## src/rtl/rft_pkg.sv

```systemverilog
package rft_pkg;
  localparam int CLK_W = 19;
  localparam int SYM_W = 8;
  localparam int FRM_W = 40;
  localparam int IDX_W = 7;

  typedef enum logic [1:0] {
    SRC_SW  = 2'd0,
    SRC_EXT = 2'd1,
    SRC_CMP = 2'd2,
    SRC_OFF = 2'd3
  } sync_src_e;
endpackage

```

## src/rtl/rft_sync_mux.sv

```systemverilog
module rft_sync_mux
  import rft_pkg::*;
(
  input  logic       clk,
  input  logic       rst_n,
  input  logic [1:0] sel_i,
  input  logic       sw_i,
  input  logic       ext_i,
  input  logic       cmp_i,
  output logic       sync_o
);
  sync_src_e src;
  assign src = sync_src_e'(sel_i);

  always_comb begin
    unique case (src)
      SRC_SW:  sync_o = sw_i;
      SRC_EXT: sync_o = ext_i;
      SRC_CMP: sync_o = cmp_i;
      default: sync_o = 1'b0;
    endcase
  end

  // with every source quiet, no sync is produced
  p_quiet_no_sync_r2: assert property (@(posedge clk) disable iff (!rst_n)
    (!sw_i && !ext_i && !cmp_i) |-> !sync_o);

  // the disabled setting never syncs
  p_off_no_sync_r2: assert property (@(posedge clk) disable iff (!rst_n)
    (sel_i == 2'd3) |-> !sync_o);
endmodule

```

## src/rtl/rft_tc_table.sv

```systemverilog
module rft_tc_table #(
  parameter int IDX_W = 7,
  parameter int CLK_W = 19
) (
  input  logic             clk,
  input  logic             rst_n,
  input  logic             wr_en_i,
  input  logic [IDX_W-1:0] wr_addr_i,
  input  logic [CLK_W-1:0] wr_data_i,
  input  logic [IDX_W-1:0] rd_idx_i,
  output logic [CLK_W-1:0] rd_tc_o
);
  localparam int DEPTH = 1 << IDX_W;

  logic [CLK_W-1:0] mem_q [DEPTH];

  always_ff @(posedge clk or negedge rst_n) begin
    if (!rst_n) begin
      for (int i = 0; i < DEPTH; i++) mem_q[i] <= '0;
    end else if (wr_en_i) begin
      mem_q[wr_addr_i] <= wr_data_i;
    end
  end

  assign rd_tc_o = mem_q[rd_idx_i];

  // a written entry is what a later lookup of that address returns
  p_write_visible_r9: assert property (@(posedge clk) disable iff (!rst_n)
    (wr_en_i && !$isunknown(wr_addr_i)) |=>
      ((rd_idx_i != $past(wr_addr_i)) || (rd_tc_o == $past(wr_data_i))
       || (wr_en_i && wr_addr_i == rd_idx_i)));
endmodule

```

## src/rtl/rft_counter_chain.sv

```systemverilog
module rft_counter_chain #(
  parameter int CLK_W = 19,
  parameter int SYM_W = 8,
  parameter int FRM_W = 40,
  parameter int IDX_W = 7
) (
  input  logic             clk,
  input  logic             rst_n,
  input  logic             sync_i,
  input  logic [FRM_W-1:0] init_frame_i,
  input  logic [SYM_W-1:0] sym_tc_i,
  input  logic [CLK_W-1:0] tc_i,
  output logic [CLK_W-1:0] clk_cnt_o,
  output logic [SYM_W-1:0] sym_cnt_o,
  output logic [FRM_W-1:0] frm_cnt_o,
  output logic [IDX_W-1:0] idx_o,
  output logic             sym_stb_o,
  output logic             frm_stb_o
);
  localparam logic [IDX_W-1:0] IDX_LAST = '1;
  localparam logic [CLK_W-1:0] CLK_ONE  = CLK_W'(1);
  localparam logic [SYM_W-1:0] SYM_ONE  = SYM_W'(1);
  localparam logic [IDX_W-1:0] IDX_ONE  = IDX_W'(1);
  localparam logic [FRM_W-1:0] FRM_ONE  = FRM_W'(1);

  logic             run_q;
  logic [CLK_W-1:0] clk_q;
  logic [SYM_W-1:0] sym_q;
  logic [FRM_W-1:0] frm_q;
  logic [IDX_W-1:0] idx_q;
  logic             sstb_q, fstb_q;

  logic clk_end, sym_end;
  assign clk_end = run_q && (clk_q >= tc_i);
  assign sym_end = clk_end && (sym_q >= sym_tc_i);

  always_ff @(posedge clk or negedge rst_n) begin
    if (!rst_n) begin
      run_q  <= 1'b0;
      clk_q  <= '0;
      sym_q  <= '0;
      frm_q  <= '0;
      idx_q  <= '0;
      sstb_q <= 1'b0;
      fstb_q <= 1'b0;
    end else if (sync_i) begin
      run_q  <= 1'b1;
      clk_q  <= '0;
      sym_q  <= '0;
      idx_q  <= '0;
      frm_q  <= init_frame_i;
      sstb_q <= 1'b0;
      fstb_q <= 1'b0;
    end else begin
      sstb_q <= clk_end;
      fstb_q <= sym_end;
      if (run_q) begin
        if (clk_end) begin
          clk_q <= '0;
          if (sym_end) begin
            sym_q <= '0;
            idx_q <= '0;
            frm_q <= frm_q + FRM_ONE;
          end else begin
            sym_q <= sym_q + SYM_ONE;
            if (idx_q != IDX_LAST) idx_q <= idx_q + IDX_ONE;
          end
        end else begin
          clk_q <= clk_q + CLK_ONE;
        end
      end
    end
  end

  assign clk_cnt_o = clk_q;
  assign sym_cnt_o = sym_q;
  assign frm_cnt_o = frm_q;
  assign idx_o     = idx_q;
  assign sym_stb_o = sstb_q;
  assign frm_stb_o = fstb_q;

  // while idle every count stays at zero
  p_idle_zero_r1: assert property (@(posedge clk) disable iff (!rst_n)
    !run_q |-> (clk_q == '0 && sym_q == '0 && idx_q == '0 && !sstb_q));

  // a sync loads the start-of-frame state on the next edge
  p_sync_load_r3: assert property (@(posedge clk) disable iff (!rst_n)
    sync_i |=> (clk_q == '0 && sym_q == '0 && idx_q == '0 && !sstb_q && !fstb_q
                && frm_q == $past(init_frame_i)));

  // below the terminal count the clock count steps by one
  p_clk_step_r4: assert property (@(posedge clk) disable iff (!rst_n)
    (run_q && !sync_i && clk_q < tc_i) |=> (clk_q == $past(clk_q) + CLK_ONE));

  // the symbol strobe marks the first clock of a symbol
  p_sym_stb_start_r5: assert property (@(posedge clk) disable iff (!rst_n)
    sstb_q |-> (clk_q == '0));

  // a frame strobe comes with a symbol strobe at symbol zero
  p_frm_stb_align_r6: assert property (@(posedge clk) disable iff (!rst_n)
    fstb_q |-> (sstb_q && sym_q == '0 && idx_q == '0));

  // the index never runs ahead of the symbol count
  p_idx_bound_r7: assert property (@(posedge clk) disable iff (!rst_n)
    (SYM_W'(idx_q) <= sym_q) || (SYM_W < IDX_W));
endmodule

```

## src/rtl/radio_frame_timer.sv

```systemverilog
module radio_frame_timer
  import rft_pkg::*;
#(
  parameter int CW = CLK_W,
  parameter int SW = SYM_W,
  parameter int FW = FRM_W,
  parameter int IW = IDX_W
) (
  input  logic          clk,
  input  logic          rst_n,
  input  logic [1:0]    sync_sel,
  input  logic          sw_sync,
  input  logic          ext_sync,
  input  logic          cmp_sync,
  input  logic [FW-1:0] init_frame,
  input  logic [SW-1:0] sym_tc,
  input  logic          tc_wr_en,
  input  logic [IW-1:0] tc_wr_addr,
  input  logic [CW-1:0] tc_wr_data,
  output logic [CW-1:0] clk_count,
  output logic [SW-1:0] sym_count,
  output logic [FW-1:0] frame_count,
  output logic [IW-1:0] tc_index,
  output logic          sym_strobe,
  output logic          frame_strobe
);
  logic          sync_hit;
  logic [CW-1:0] cur_tc;
  logic [IW-1:0] idx;

  rft_sync_mux u_sync (
    .clk    (clk),
    .rst_n  (rst_n),
    .sel_i  (sync_sel),
    .sw_i   (sw_sync),
    .ext_i  (ext_sync),
    .cmp_i  (cmp_sync),
    .sync_o (sync_hit)
  );

  rft_tc_table #(.IDX_W(IW), .CLK_W(CW)) u_table (
    .clk       (clk),
    .rst_n     (rst_n),
    .wr_en_i   (tc_wr_en),
    .wr_addr_i (tc_wr_addr),
    .wr_data_i (tc_wr_data),
    .rd_idx_i  (idx),
    .rd_tc_o   (cur_tc)
  );

  rft_counter_chain #(.CLK_W(CW), .SYM_W(SW), .FRM_W(FW), .IDX_W(IW)) u_chain (
    .clk          (clk),
    .rst_n        (rst_n),
    .sync_i       (sync_hit),
    .init_frame_i (init_frame),
    .sym_tc_i     (sym_tc),
    .tc_i         (cur_tc),
    .clk_cnt_o    (clk_count),
    .sym_cnt_o    (sym_count),
    .frm_cnt_o    (frame_count),
    .idx_o        (idx),
    .sym_stb_o    (sym_strobe),
    .frm_stb_o    (frame_strobe)
  );

  assign tc_index = idx;
endmodule

```

## config.mk

```make
export PLATFORM = sky130hd
export DESIGN_NAME = radio_frame_timer
export DESIGN_NICKNAME = d
export VERILOG_FILES = /design/src/rtl/rft_pkg.sv /design/src/rtl/rft_sync_mux.sv /design/src/rtl/rft_tc_table.sv /design/src/rtl/rft_counter_chain.sv /design/src/rtl/radio_frame_timer.sv
export SDC_FILE = /design/constraint.sdc
export NUM_CORES = 2
export LEC_CHECK = 0
export BUFFER_PORTS_ARGS = -buffer_cell sky130_fd_sc_hd__clkbuf_2
export CORE_MARGIN = 2
export CORE_UTILIZATION = 63
export CTS_CLUSTER_DIAMETER = 200
export DETAILED_ROUTE_END_ITERATION = 8
export PLACE_DENSITY_LB_ADDON = 0.08
export SETUP_SLACK_MARGIN = 0.15
export SLEW_MARGIN = 0
export SYNTH_ARGS = -nofsm -noshare
export SYNTH_HDL_FRONTEND = slang
export SYNTH_SLANG_ARGS = --single-unit
```

## constraint.sdc

```tcl
create_clock -name clk -period 6.5 [get_ports clk]
set_input_delay 0.975 -clock clk [delete_from_list [all_inputs] [get_ports clk]]
set_output_delay 0.975 -clock clk [all_outputs]
set_load 0.01 [all_outputs]
```

* Word-level counts from Yosys, hierarchy flattened
Cells that the tools add are included.
Storage, ports and cells: register bits after elaboration 2509, input port bits 82, logic and storage cells 185
Operators by class: add/sub/neg operators 4, $lt $le $gt $ge 5, eq/ne operators 3, muxes and demuxes 25, bitwise logic cells 2, reduce and logical (&&, ||, !) cells 11
Operator list (number):
- $bwmux 2432 | 1
- $mux 40 | 4
- $bmux 19 s7 | 1
- $demux 19 s7 | 1
- $mux 19 | 6
- $add 40x1->40 const B | 1
- $mux 7 | 5
- $mux 8 | 4
- $add 19x1->19 const B | 1
- $ge 19x19->1 | 1
- $ge 8x8->1 const B | 2
- $not 7->8 | 2
- $add 8x1->8 const B | 1
- $ge 8x8->1 | 1
- $lt 8x1->1 const B | 1
- $add 7x1->7 const B | 1
- $ne 7x7->1 const B | 1
- $reduce_and 3->1 | 2
- $reduce_bool 2->1 | 3
- $logic_and 1x1->1 | 3
- $pmux 1 s3 | 1
- $reduce_bool 3->1 | 1
- $eq 2x1->1 const B | 1
- $eq 2x2->1 const B | 1
- 3 further kinds | 4

* Logic depth before layout (Yosys ltp)
depth after elaboration 11, depth in mapped cells 22

* Modules after synthesis
A second synthesis with hierarchy kept.
Unflattened totals: cell total of the unflattened synthesis 7045, area, all modules 114753.8 µm²
By module, submodules not included:
- rft_tc_table | times used 1, cells an instance 6454, area each 109616.4 µm², seq. area each 60858.4 µm²
- rft_counter_chain | times used 1, cells an instance 588, area each 5114.9 µm², seq. area each 1926.8 µm²
- rft_sync_mux | times used 1, cells an instance 3, area each 22.5 µm², seq. area each 0.0 µm²

* Least setup slack after synthesis
Ideal clock, no wire load.
path type reg2reg, start point reg u_chain.idx_q[1], in the netlist u_chain.idx_o[1], end point reg u_chain.frm_q[5], in the netlist u_chain.frm_cnt_o[5], library setup time 0.125 ns, data arrival time 4.486 ns, required time 6.375 ns, path slack 1.889 ns, stages on the path, launching flop included 18, path buffers 5, period minus slack after synthesis 4.611 ns, cell sequence dfrtp_1 -> buf_2 -> buf_2 -> buf_2 -> buf_1 -> mux4_2 -> mux4_2 -> a22oi_1 -> nand3_1 -> ha_1 -> nand3_1 -> a311oi_1 -> a211oi_1 -> o31a_1 -> clkbuf_1 -> or4_1 -> xnor2_1 -> mux2_2
Between the ends: word-level cells in the longest chain between the ends 9
Ends and longest elaborated chain:
- from (decl) | line rft_counter_chain.sv:30 | logic [IDX_W-1:0] idx_q;
- from (signal assigned) | line rft_counter_chain.sv:66 | if (idx_q != IDX_LAST) idx_q <= idx_q + IDX_ONE;
- $not 7->8 (not written as such) (*) | line rft_tc_table.sv:25 | assign rd_tc_o = mem_q[rd_idx_i];
- $bmux 19 s7 (*) | line rft_tc_table.sv:25
- $mux 19 (not written as such) (*) (2 in series) | line rft_tc_table.sv:25
- $ge 19x19->1 (*) | line rft_counter_chain.sv:34 | assign clk_end = run_q && (clk_q >= tc_i);
- $logic_and 1x1->1 (*) | line rft_counter_chain.sv:34
- $logic_and 1x1->1 | line rft_counter_chain.sv:35 | assign sym_end = clk_end && (sym_q >= sym_tc_i);
- $reduce_bool 2->1 (no source line)
- $reduce_and 3->1 (no source line) (*)
- to (signal assigned) | line rft_counter_chain.sv:51 | frm_q <= init_frame_i;
- to (signal assigned) | line rft_counter_chain.sv:63 | frm_q <= frm_q + FRM_ONE;
- to (decl) | line rft_counter_chain.sv:29 | logic [FRM_W-1:0] frm_q;
Every way passes the cells marked *; elsewhere a longest branch is shown, timed or not. The select of a mux whose other input is x is not followed. A chain may end at the register's enable or synchronous reset.

* Worst setup path in the final report
start point reg u_chain.idx_q[1], in the netlist u_chain.idx_o[1], end point reg u_chain.idx_q[2], in the netlist u_chain.idx_o[2]
Between the ends: word-level cells in the longest chain between the ends 11
Ends and longest elaborated chain:
- $not 7->8 (not written as such) | line rft_tc_table.sv:25
- $bmux 19 s7 | line rft_tc_table.sv:25
- $mux 19 (not written as such) (2 in series) | line rft_tc_table.sv:25
- $ge 19x19->1 | line rft_counter_chain.sv:34
- $logic_and 1x1->1 | line rft_counter_chain.sv:34
- $logic_and 1x1->1 | line rft_counter_chain.sv:35
- $mux 7 | line rft_counter_chain.sv:60 | if (sym_end) begin
- $mux 7 | line rft_counter_chain.sv:58 | if (clk_end) begin
- $mux 7 | line rft_counter_chain.sv:57 | if (run_q) begin
- $mux 7 | line rft_counter_chain.sv:46 | end else if (sync_i) begin
Parallel ways exist; a longest one is shown, timed or not. The select of a mux whose other input is x is not followed.

==> results by group <==
Run status
  • Outcome: finished with violations
  • Failing checks: negative hold slack

Finish
  • Area grow syn2layout: 11.5%
  • Nets: 7,650
  • Commonest non-fill, non-tap cell in the layout: dfrtp_1
  • Finished Core Util: between 70% and 80%
  • Layout cell share with drive strength beyond 1: 52.4%
  • Most frequent cells in the layout: dfrtp_1, mux2_2, mux4_2, nand2_1, buf_4
  • Fillers: 11,900
  • Finished Layout Cells: 10,100

Yosys
  • Post-synth top area cell: dfrtp_1
  • Number of synthesized register bits: 2,509
  • Asr flop ratio synth: 100%
  • Area fraction of the dominant cell type after synthesis: 54.6%
  • Synth top area cells: dfrtp_1, mux2_2, mux4_2
  • Post-synthesis area per instance: 15.5 um2
  • Synth cell types: 60
  • Main synth FF type: dfrtp_1
  • Post-synthesis sequential area ratio: 54.6%
  • Number of synthesized flops with an enable pin: 0
  • YS warnings: 0
  • Mapped Cells: 7,435
  • Post-Syn Area: approximately 120,000 um2
  • Syn_nets: 7,548

Place
  • Buffers added on ports: 157
  • Final GP Congestion: 0.996
  • HPWL after DPL: 192,000 um
  • Placed Cells incl. Taps: between 9,000 and 10,000

Worst setup path
  • CP Class: register to register
  • CP max stage cell: dfrtp_4
  • Worst Setup SP: u_chain.idx_o[1]
  • CP Cell Sequence: buf_4 > mux4_2 > mux4_2 > a22o_1 > a221oi_2 > and3_1 > ha_1 > and3_1 > a221o_1 > a31oi_1 > o31ai_2 > a21oi_1 > buf_4 > a21oi_1 > nor2_1
  • WP data arrival: 6920 ps
  • R2r startpoint: u_chain.idx_o[1]
  • Endpoint class of the critical path: register
  • Critical Path Max Stage Delay: 880 ps
  • Worst setup SP type: register
  • CP Max Fanout: 29
  • CP Data Required Time: 7280 ps

Route
  • # DRC: 0
  • Vias: 68,500
  • WL met3: 23,700 um
  • Antenna Nets Post-Route: 0
  • DR pass1 iterations: 5
  • 1st-iter DRT viols: 6,502
  • Met2 wire length: roughly 150,000 um
  • Routed vias/inst: 6.77
  • Routed wire per std cell: about 31 um
  • Routed Wire Length: 313,000 um
  • Max layer used: met5
  • Routed met1 length: 131,000 um

Timing
  • Post-layout minimum cycle time: 6140 ps
  • F_max: between 150 and 200 MHz
  • Measured slew at the worst slew-check pin: 1370 ps
  • Clock Skew: 37.7 ps
  • Final Setup Violations: 0
  • Hold Violations, Final: 7
  • Hold_ws: -23.0 ps
  • Pins over their slew limit: 0
  • Tcrit/Tclk final: a little over nine tenths
  • RSZ-0062 raised after global routing: false
  • Slew margin rel.: 8.75%

Pwr
  • VDD IR max: about 0.00026 V
  • Pleak: 60.7 nW
  • Sw frac: 28.4%
  • Clock share of power: 36.2%
  • Part of the power in registers: between 40 and 50%
  • Combinational Power Share: 22.2%
  • Pwr dens: 334 nW/um2
  • Switching power: 12.1 mW
  • Cell-internal power: 30.7 mW

Die
  • Initial Util: 63.5%
  • Ports: roughly 160
  • Die area: about 190,000 um2
  • Die Span Y: roughly 430 um
  • Core Footprint: 181,000 um2
  • Horiz. Die Dim: 431 um
  • Site Rows: 156

Global routing
  • Largest net degree at the start of global routing: 181
  • Antenna violations before repair: 18
  • Overflow after GRT: 0
  • Global Route Usage Sum: 34.3%
  • First-pass GRT wire length: 472,000 um
  • Number of global-route vias before repair: between 70,000 and 80,000

CTS
  • Clk Latency, worst-skew pair: between 900 and 1000 ps
  • CTS tree: done
  • H-tree levels: 5
  • Clock transition at path regs: 60 ps
  • Clock Tree Root: clkbuf_16
  • CTS Hold Bufs: 0
  • Sink Count: 2,509
  • Total CTS buffers: around 280
  • Bufs on Longest Clock Path: 4

Run
  • Max-cap violations: 0

Worst hold path
  • Hold crit path type: input port to async pin
-- stage by stage --
stage	worst slack [ps]	power [mW]	TNS (ps)	hold WS [ps]	area [um2]
global placement	20.8	27.3	0	481	119000
finish	360	42.8	0	-23.0	128000
global route	215	44.3	0	29.4	128000
CTS	251	42.9	0	56.6	128000
floorplan	1890	24.2	0	471	115000
detailed placement	-192	27.5	-412	487	119000
-- final cells by class --
class / instances / area, um2 / area share [%]
inverter: 21 / 86.3 / 0.0673
timing repair buffer: 474 / 3810 / 2.97
antenna: 11 / 27.5 / 0.0215
sequential: 2509 / 62800 / 49.0
clock inverter: 60 / 666 / 0.519
clock buffer: 417 / 8260 / 6.44
multi-input combinational: 4252 / 49600 / 38.7
tap: 2370 / 2970 / 2.31
-- flip-flops by register name, summed over array words and instances, names as in the netlist --
| signal | count |
|---|---|
| u_chain.frm_stb_o | 1 |
| u_chain.sym_cnt_o | 8 |
| u_chain.clk_cnt_o | 19 |
| u_chain.idx_o | 7 |
| u_chain.sym_stb_o | 1 |
| u_table.mem_q | 2432 |
| u_chain.run_q | 1 |
| u_chain.frm_cnt_o | 40 |
-- power by group through the flow --
stage	combinational (mW)	sequential [mW]	clock [mW]
6_report	9.52	17.8	15.5
5_1_grt	10.1	17.9	16.4
4_1_cts	9.45	17.8	15.7
3_5_place_dp	9.42	18.0	0
3_3_place_gp	9.29	18.0	0
2_1_floorplan	6.54	17.7	0
-- cells in the mapped netlist (7+ instances only) --
library cell and instances:
dfrtp_1 2509, mux2_2 2441, mux4_2 642, clkbuf_1 453
nand2_1 311, mux2i_1 121, buf_2 117, o21ai_0 83
nor2_1 73, nand3_1 61, a32oi_1 56, a21oi_1 49
xnor2_1 39, buf_4 31, ha_1 31, buf_1 29
nor4_1 27, o22ai_1 27, and3_1 23, buf_6 23
nor2_2 21, a22o_1 20, inv_1 20, nand2b_1 20
nor3_1 17, nor2b_1 16, o221ai_1 14, a211oi_1 13
a221oi_1 13, nand4_1 13, a31oi_1 12, a21o_1 9
or2_2 9, or4_1 9, a22oi_1 8, and2_1 8
nor4b_1 8, nor4_2 7
-- critical path, delay by kind of cell, from the launching register on --
family / cells / cell delay, ps
AO/OA/AOI/OAI: 7 / 2270
multiplexers: 2 / 910
buffers and inverters: 2 / 830
flip-flops: 1 / 880
adder cells (fa/ha/maj): 1 / 250
AND/OR/NAND/NOR: 3 / 820
-- routing by layer --
metal	up-vias	GRT usage [%]
met4	10	12.7
met1	37400	48.7
li1	28000	-
met5	-	0
met3	606	7.60
met2	2496	52.6
-- worst paths after layout --
kind | end | slack [ps] | cells after the start
min reg2reg | u_table.mem_q[1777] | 500 | 1
max | u_chain.idx_o[2] | 360 | 15
max in group asynchronous | u_table.mem_q[1343] | 4510 | 3
min in group clk | u_chain.frm_cnt_o[4] | 260 | 3
max reg2reg | u_chain.idx_o[2] | 360 | 15
min | u_chain.frm_cnt_o[35] | -20 | 1
-- timing repair --
action | CTS | global route
endpoints found under the setup margin | 25 | 61
setup buffers | 0 | 5
gates resized for setup | 2 | 3
-- kinds of logic after synthesis --
| family | after synthesis | share of synthesized area, % |
|---|---|---|
| XOR/XNOR | 39 | 0.297 |
| adder cells (fa/ha/maj) | 31 | 0.337 |
| AND/OR/NAND/NOR | 644 | 2.68 |
| AO/OA/AOI/OAI | 334 | 1.99 |
| buffers and inverters | 674 | 2.58 |
| multiplexers | 3204 | 37.5 |
| flip-flops | 2509 | 54.6 |
Power figures use the tool's default switching activity.
